--- src/rtl/wdt_pkg.sv ---
package wdt_pkg;
  localparam int SRC_W = 3;
  localparam int N_SRC = 1 << SRC_W;

  typedef enum logic [1:0] {
    TM_OFF   = 2'b00,
    TM_COUNT = 2'b01,
    TM_WATCH = 2'b10,
    TM_RSVD  = 2'b11
  } tmode_e;

  typedef struct packed {
    logic             ie;
    logic             pulsed;
    logic [SRC_W-1:0] src;
    tmode_e           mode;
  } tcfg_t;

  localparam int CFG_W = $bits(tcfg_t);

  function automatic logic mode_runs(input tmode_e m);
    return (m == TM_COUNT) || (m == TM_WATCH);
  endfunction
endpackage

--- src/rtl/wdt_tick_sel.sv ---
module wdt_tick_sel #(
  parameter int N_SRC = 8,
  localparam int SEL_W = $clog2(N_SRC)
) (
  input  logic [N_SRC-1:0] ticks,
  input  logic [SEL_W-1:0] sel,
  output logic             tick
);
  logic [N_SRC-1:0] hit;

  for (genvar i = 0; i < N_SRC; i++) begin : g_src
    assign hit[i] = ticks[i] && (sel == SEL_W'(i));
  end

  assign tick = |hit;
endmodule

--- src/rtl/wdt_cnt.sv ---
module wdt_cnt #(
  parameter int CNT_W = 8
) (
  input  logic             clk,
  input  logic             rst_n,
  input  logic             load,
  input  logic [CNT_W-1:0] load_val,
  input  logic             step,
  input  logic             auto_reload,
  output logic [CNT_W-1:0] count,
  output logic             expire
);
  logic [CNT_W-1:0] cnt_q;
  logic [CNT_W-1:0] rel_q;

  function automatic logic [CNT_W-1:0] after_tick(
    input logic [CNT_W-1:0] cur,
    input logic [CNT_W-1:0] rel,
    input logic             again
  );
    if (cur == CNT_W'(1)) return again ? rel : '0;
    return cur - CNT_W'(1);
  endfunction

  assign expire = step && !load && (cnt_q == CNT_W'(1));

  always_ff @(posedge clk) begin
    if (!rst_n) begin
      cnt_q <= '0;
      rel_q <= '0;
    end else if (load) begin
      cnt_q <= load_val;
      rel_q <= load_val;
    end else if (step && (cnt_q != '0)) begin
      cnt_q <= after_tick(cnt_q, rel_q, auto_reload);
    end
  end

  assign count = cnt_q;
endmodule

--- src/rtl/wdt_irq.sv ---
module wdt_irq (
  input  logic clk,
  input  logic rst_n,
  input  logic expire,
  input  logic sel_tick,
  input  logic rd_clr,
  input  logic ie,
  input  logic pulsed,
  output logic flag,
  output logic irq
);
  logic flag_q;
  logic pulse_q;

  always_ff @(posedge clk) begin
    if (!rst_n) begin
      flag_q  <= 1'b0;
      pulse_q <= 1'b0;
    end else begin
      if (expire)      flag_q <= 1'b1;
      else if (rd_clr) flag_q <= 1'b0;
      if (expire)        pulse_q <= 1'b1;
      else if (sel_tick) pulse_q <= 1'b0;
    end
  end

  assign flag = flag_q;
  assign irq  = ie && (pulsed ? pulse_q : flag_q);
endmodule

--- src/rtl/wdt_timer.sv ---
module wdt_timer
  import wdt_pkg::*;
#(
  parameter int DATA_W = 8,
  localparam int CNT_W = DATA_W
) (
  input  logic              clk,
  input  logic              rst_n,
  input  logic [N_SRC-1:0]  tick_i,
  input  logic              wr_en,
  input  logic              wr_addr,
  input  logic [DATA_W-1:0] wr_data,
  input  logic              flag_rd_i,
  output logic [CNT_W-1:0]  count_o,
  output logic              flag_o,
  output logic              irq_o
);
  tcfg_t cfg_q;
  logic  cfg_wr;
  logic  val_wr;
  logic  sel_tick;
  logic  active;
  logic  watch;
  logic  step;
  logic  expire;

  assign cfg_wr = wr_en && !wr_addr;
  assign val_wr = wr_en && wr_addr;

  always_ff @(posedge clk) begin
    if (!rst_n) cfg_q <= '0;
    else if (cfg_wr) cfg_q <= tcfg_t'(wr_data[CFG_W-1:0]);
  end

  assign active = mode_runs(cfg_q.mode);
  assign watch  = (cfg_q.mode == TM_WATCH);

  wdt_tick_sel #(.N_SRC(N_SRC)) i_sel (
    .ticks (tick_i),
    .sel   (cfg_q.src),
    .tick  (sel_tick)
  );

  assign step = active && sel_tick;

  wdt_cnt #(.CNT_W(CNT_W)) i_cnt (
    .clk         (clk),
    .rst_n       (rst_n),
    .load        (val_wr),
    .load_val    (wr_data),
    .step        (step),
    .auto_reload (cfg_q.mode == TM_COUNT),
    .count       (count_o),
    .expire      (expire)
  );

  wdt_irq i_irq (
    .clk      (clk),
    .rst_n    (rst_n),
    .expire   (expire),
    .sel_tick (sel_tick),
    .rd_clr   (flag_rd_i),
    .ie       (cfg_q.ie),
    .pulsed   (cfg_q.pulsed),
    .flag     (flag_o),
    .irq      (irq_o)
  );
endmodule

--- config.mk ---
export PLATFORM = sky130hd
export DESIGN_NAME = wdt_timer
export DESIGN_NICKNAME = d
export VERILOG_FILES = /design/src/rtl/wdt_pkg.sv /design/src/rtl/wdt_tick_sel.sv /design/src/rtl/wdt_cnt.sv /design/src/rtl/wdt_irq.sv /design/src/rtl/wdt_timer.sv
export SDC_FILE = /design/constraint.sdc
export NUM_CORES = 1
export LEC_CHECK = 0
export CAP_MARGIN = 20
export CORE_MARGIN = 8
export CORE_UTILIZATION = 54
export CTS_CLUSTER_SIZE = 14
export DETAILED_ROUTE_END_ITERATION = 8
export PLACE_DENSITY = 0.83
export SKIP_CTS_REPAIR_TIMING = 1
export SYNTH_ARGS = -nofsm -noshare
export SYNTH_HDL_FRONTEND = slang
export SYNTH_HIERARCHICAL = 1
export SYNTH_SLANG_ARGS = --single-unit
--- constraint.sdc ---
create_clock -name clk -period 5.8 [get_ports clk]
set_clock_uncertainty 0.05 [all_clocks]
set_input_delay 0.58 -clock clk [delete_from_list [all_inputs] [get_ports clk]]
set_output_delay 0.58 -clock clk [all_outputs]
set_load 0.01 [all_outputs]
==> results.sh <==
export IMPL_syn_to_final_growth_pct=22.8
export IMPL_worst_slew_pin_transition_ns=0.884
export IMPL_hold_path_class="reg2reg"
export IMPL_cts_made_buffers=3
export IMPL_coreArea_mm2=0.00269
export IMPL_multi_input_area_um2=925
export IMPL_clock_sinks=25
export IMPL_syn_inst=165
export IMPL_die_w_um=68.6
export IMPL_end_kind="flop"
export IMPL_yosysWarnings=6
export IMPL_place_area_mm2=0.00179
export IMPL_die_h_um=68.6
export IMPL_num_vias=1362
export IMPL_grt_pass1_vias=1342
export IMPL_antenna_found_initial=0
export IMPL_report_final_slew_viol_count=0
export IMPL_pin_count=31
export IMPL_max_freq_ghz=0.355
export IMPL_avgSynthCellArea_um2=9.06
export IMPL_start_util_pct=55.7
export IMPL_fillCellCount=220
export IMPL_cts_buffer_depth=2
export IMPL_first_iter_violations=115
export IMPL_setup_tns_ns=0
export IMPL_ys_seq_area_share_pct=33.5
export IMPL_yosysTopAreaCell="dfxtp_1"
export IMPL_fin_crit_sh_pct=48.6
export IMPL_root_buffer="clkbuf_4"
export IMPL_max_stage_delay_ns=0.73
export IMPL_final_area_mm2=0.00184
export IMPL_ys_top_cells_by_area="dfxtp_1 33%, mux2i_1 9.4%, nand2_1 5.5%"
export IMPL_drt_total_wl_um=3760
export IMPL_syn_nets=190
export IMPL_ant_nets=0
export IMPL_gp_congestion=0.897
export IMPL_worst_ep_required_time_ns=5.97
export IMPL_hold_viol=0
export IMPL_status="finished clean"
export IMPL_path_max_fanout=21
export IMPL_clk_pin_slew_ns=0.14
export IMPL_async_flop_share_pct=0
export IMPL_clkLatencyLatePin_ns=0.31
export IMPL_drive_gt1_share_pct=8.81
export IMPL_cts_tree="built"
export IMPL_crit_arrival_ns=2.98
export IMPL_synth_top_family_by_area="simple AND/OR/NAND/NOR gates"
export IMPL_crit_type="in2reg"
export IMPL_yosysUniqueCellTypes=44
export IMPL_fin_crit_ns=2.82
export IMPL_fin_nets=219
export IMPL_synth_top_area_share_pct=33.5
export IMPL_synth_ff_type="dfxtp_1"
export IMPL_p_per_area_mw_per_mm2=233
export IMPL_power_leakage_nw=0.658
export IMPL_area_sequential_um2=500
export IMPL_peakVddDrop_mv=0.160
export IMPL_synth_xor_area_share_pct=1.17
export IMPL_drtPass1Iterations=4
export IMPL_finalSetupViolCount=0
export IMPL_worst_setup_path_start_kind="input pin"
export IMPL_diodes=0
export IMPL_routedWlPerCell_um=16.8
export IMPL_track_usage_pct=16.4
export IMPL_std_cell_rows=19
export IMPL_synthMuxAreaShare_pct=13.6
export IMPL_dieArea_mm2=0.00471
export IMPL_synth_compound_area_share_pct=16.2
export IMPL_numPortBuffers=30
export IMPL_slew_headroom_pct=41.1
export IMPL_cpMaxStageDelayCell="and2_1"
export IMPL_overflow=0
export IMPL_cts_htree_levels=1
export IMPL_synth_seq_cells=25
export IMPL_crit_path_cell_trace="clkdlybuf4s50_1, and2_1, inv_1, a41oi_1, nor2_1, a41o_1"
export IMPL_grt_max_degree=37
export IMPL_via_per_inst=6.08
export IMPL_synth_fa_ha_area_share_pct=3.35
export IMPL_grt_pass1_wl_um=6210
export IMPL_syn_area_mm2=0.00150
export IMPL_maxCapViolCount=0
export IMPL_yosys_area_share_simple_pct=27.4
export IMPL_remaining_drc_errors=0
export IMPL_dp_hpwl_um=2880
export IMPL_rsz0062_at_grt="false"
export IMPL_synth_edf_count=0
state kept, by name, indices dropped and copies added (netlist names):
register       count
cfg_q              7
i_cnt/count        8
i_cnt/rel_q        8
i_irq/flag         1
i_irq/pulse_q      1
Yosys cell counts (3+ instances only):
cell type	number
a31oi_1	5
a41oi_1	3
and2_1	3
clkbuf_1	4
dfxtp_1	25
ha_1	4
inv_1	6
mux2i_1	14
nand2_1	22
nand3_1	7
nor2_1	4
nor2b_1	10
nor2b_4	3
nor3_1	3
nor3b_1	4
o211ai_1	3
o21a_1	3
o21ai_0	5
or2_2	3
kinds of logic after synthesis:
group | count (synthesis)
xor gates and xnor gates | 2
buffers and inverters | 14
and+or+nand+nor | 71
DFF | 25
adders and majority gates | 4
AOI/OAI and AO/OA | 32
muxes | 17
metal layers:
layer	global-route usage [%]	part of all wire (%)	vias to the layer above
met5	0	0	-
met4	3.84	1.6	0
met3	3.55	7.7	8
met2	28.6	49	67
met1	20.0	42	621
li1	-	-	666
stage by stage:
step	setup slack [ns]	total power [mW]	hold slack (ns)	instances	utilization [%]
2_1_floorplan	3.61	0.298	0.380	165	-
3_3_place_gp	2.78	0.342	0.393	218	66.5
3_5_place_dp	2.68	0.347	0.404	218	66.5
4_1_cts	3.03	0.424	0.431	222	67.5
5_1_grt	2.87	0.451	0.456	224	68.3
6_report	2.98	0.428	0.427	224	68.3
layout make-up:
class / count / area share (%)
clock buffer: 4 / 1.43
inverter: 6 / 1.23
multi-input combinational: 126 / 50.4
sequential: 25 / 27.3
tap: 31 / 2.11
timing repair buffer: 32 / 17.6
report_power, final:
| part | leakage (nW) | switching (mW) | total, mW | internal [mW] |
|---|---|---|---|---|
| Sequential | 0.204 | 0.0163 | 0.200 | 0.184 |
| Clock | 0.0150 | 0.0515 | 0.0783 | 0.0268 |
| Combinational | 0.439 | 0.0723 | 0.150 | 0.0775 |
worst paths after layout:
path	start	cells after the start	to	slack [ns]
worst max-delay path	wr_addr	6	i_cnt/count[4]	2.98
worst min-delay path	cfg_q[1]	2	cfg_q[1]	0.43
worst min register to register	cfg_q[1]	2	cfg_q[1]	0.43
worst max register to register	cfg_q[3]	7	i_cnt/count[4]	3.31
cells in the final DEF (no fill, tap or decap), drive strengths merged, types with 5 or more instances in the layout:
cell | netlist | layout
o21ai | 5 | 5
clkbuf | 4 | 5
dfxtp | 25 | 25
a31oi | 5 | 5
nand3 | 7 | 7
clkdlybuf4s50 | 0 | 30
mux2i | 14 | 14
inv | 6 | 6
nand2 | 22 | 22
nor2b | 13 | 13
critical path, delay by kind of cell:
| family | cells | cell delay, ns |
|---|---|---|
| buffers and inverters | 2 | 0.81 |
| AOI/OAI and AO/OA | 2 | 0.74 |
| and+or+nand+nor | 2 | 0.85 |
Power figures use the tool's default switching activity.
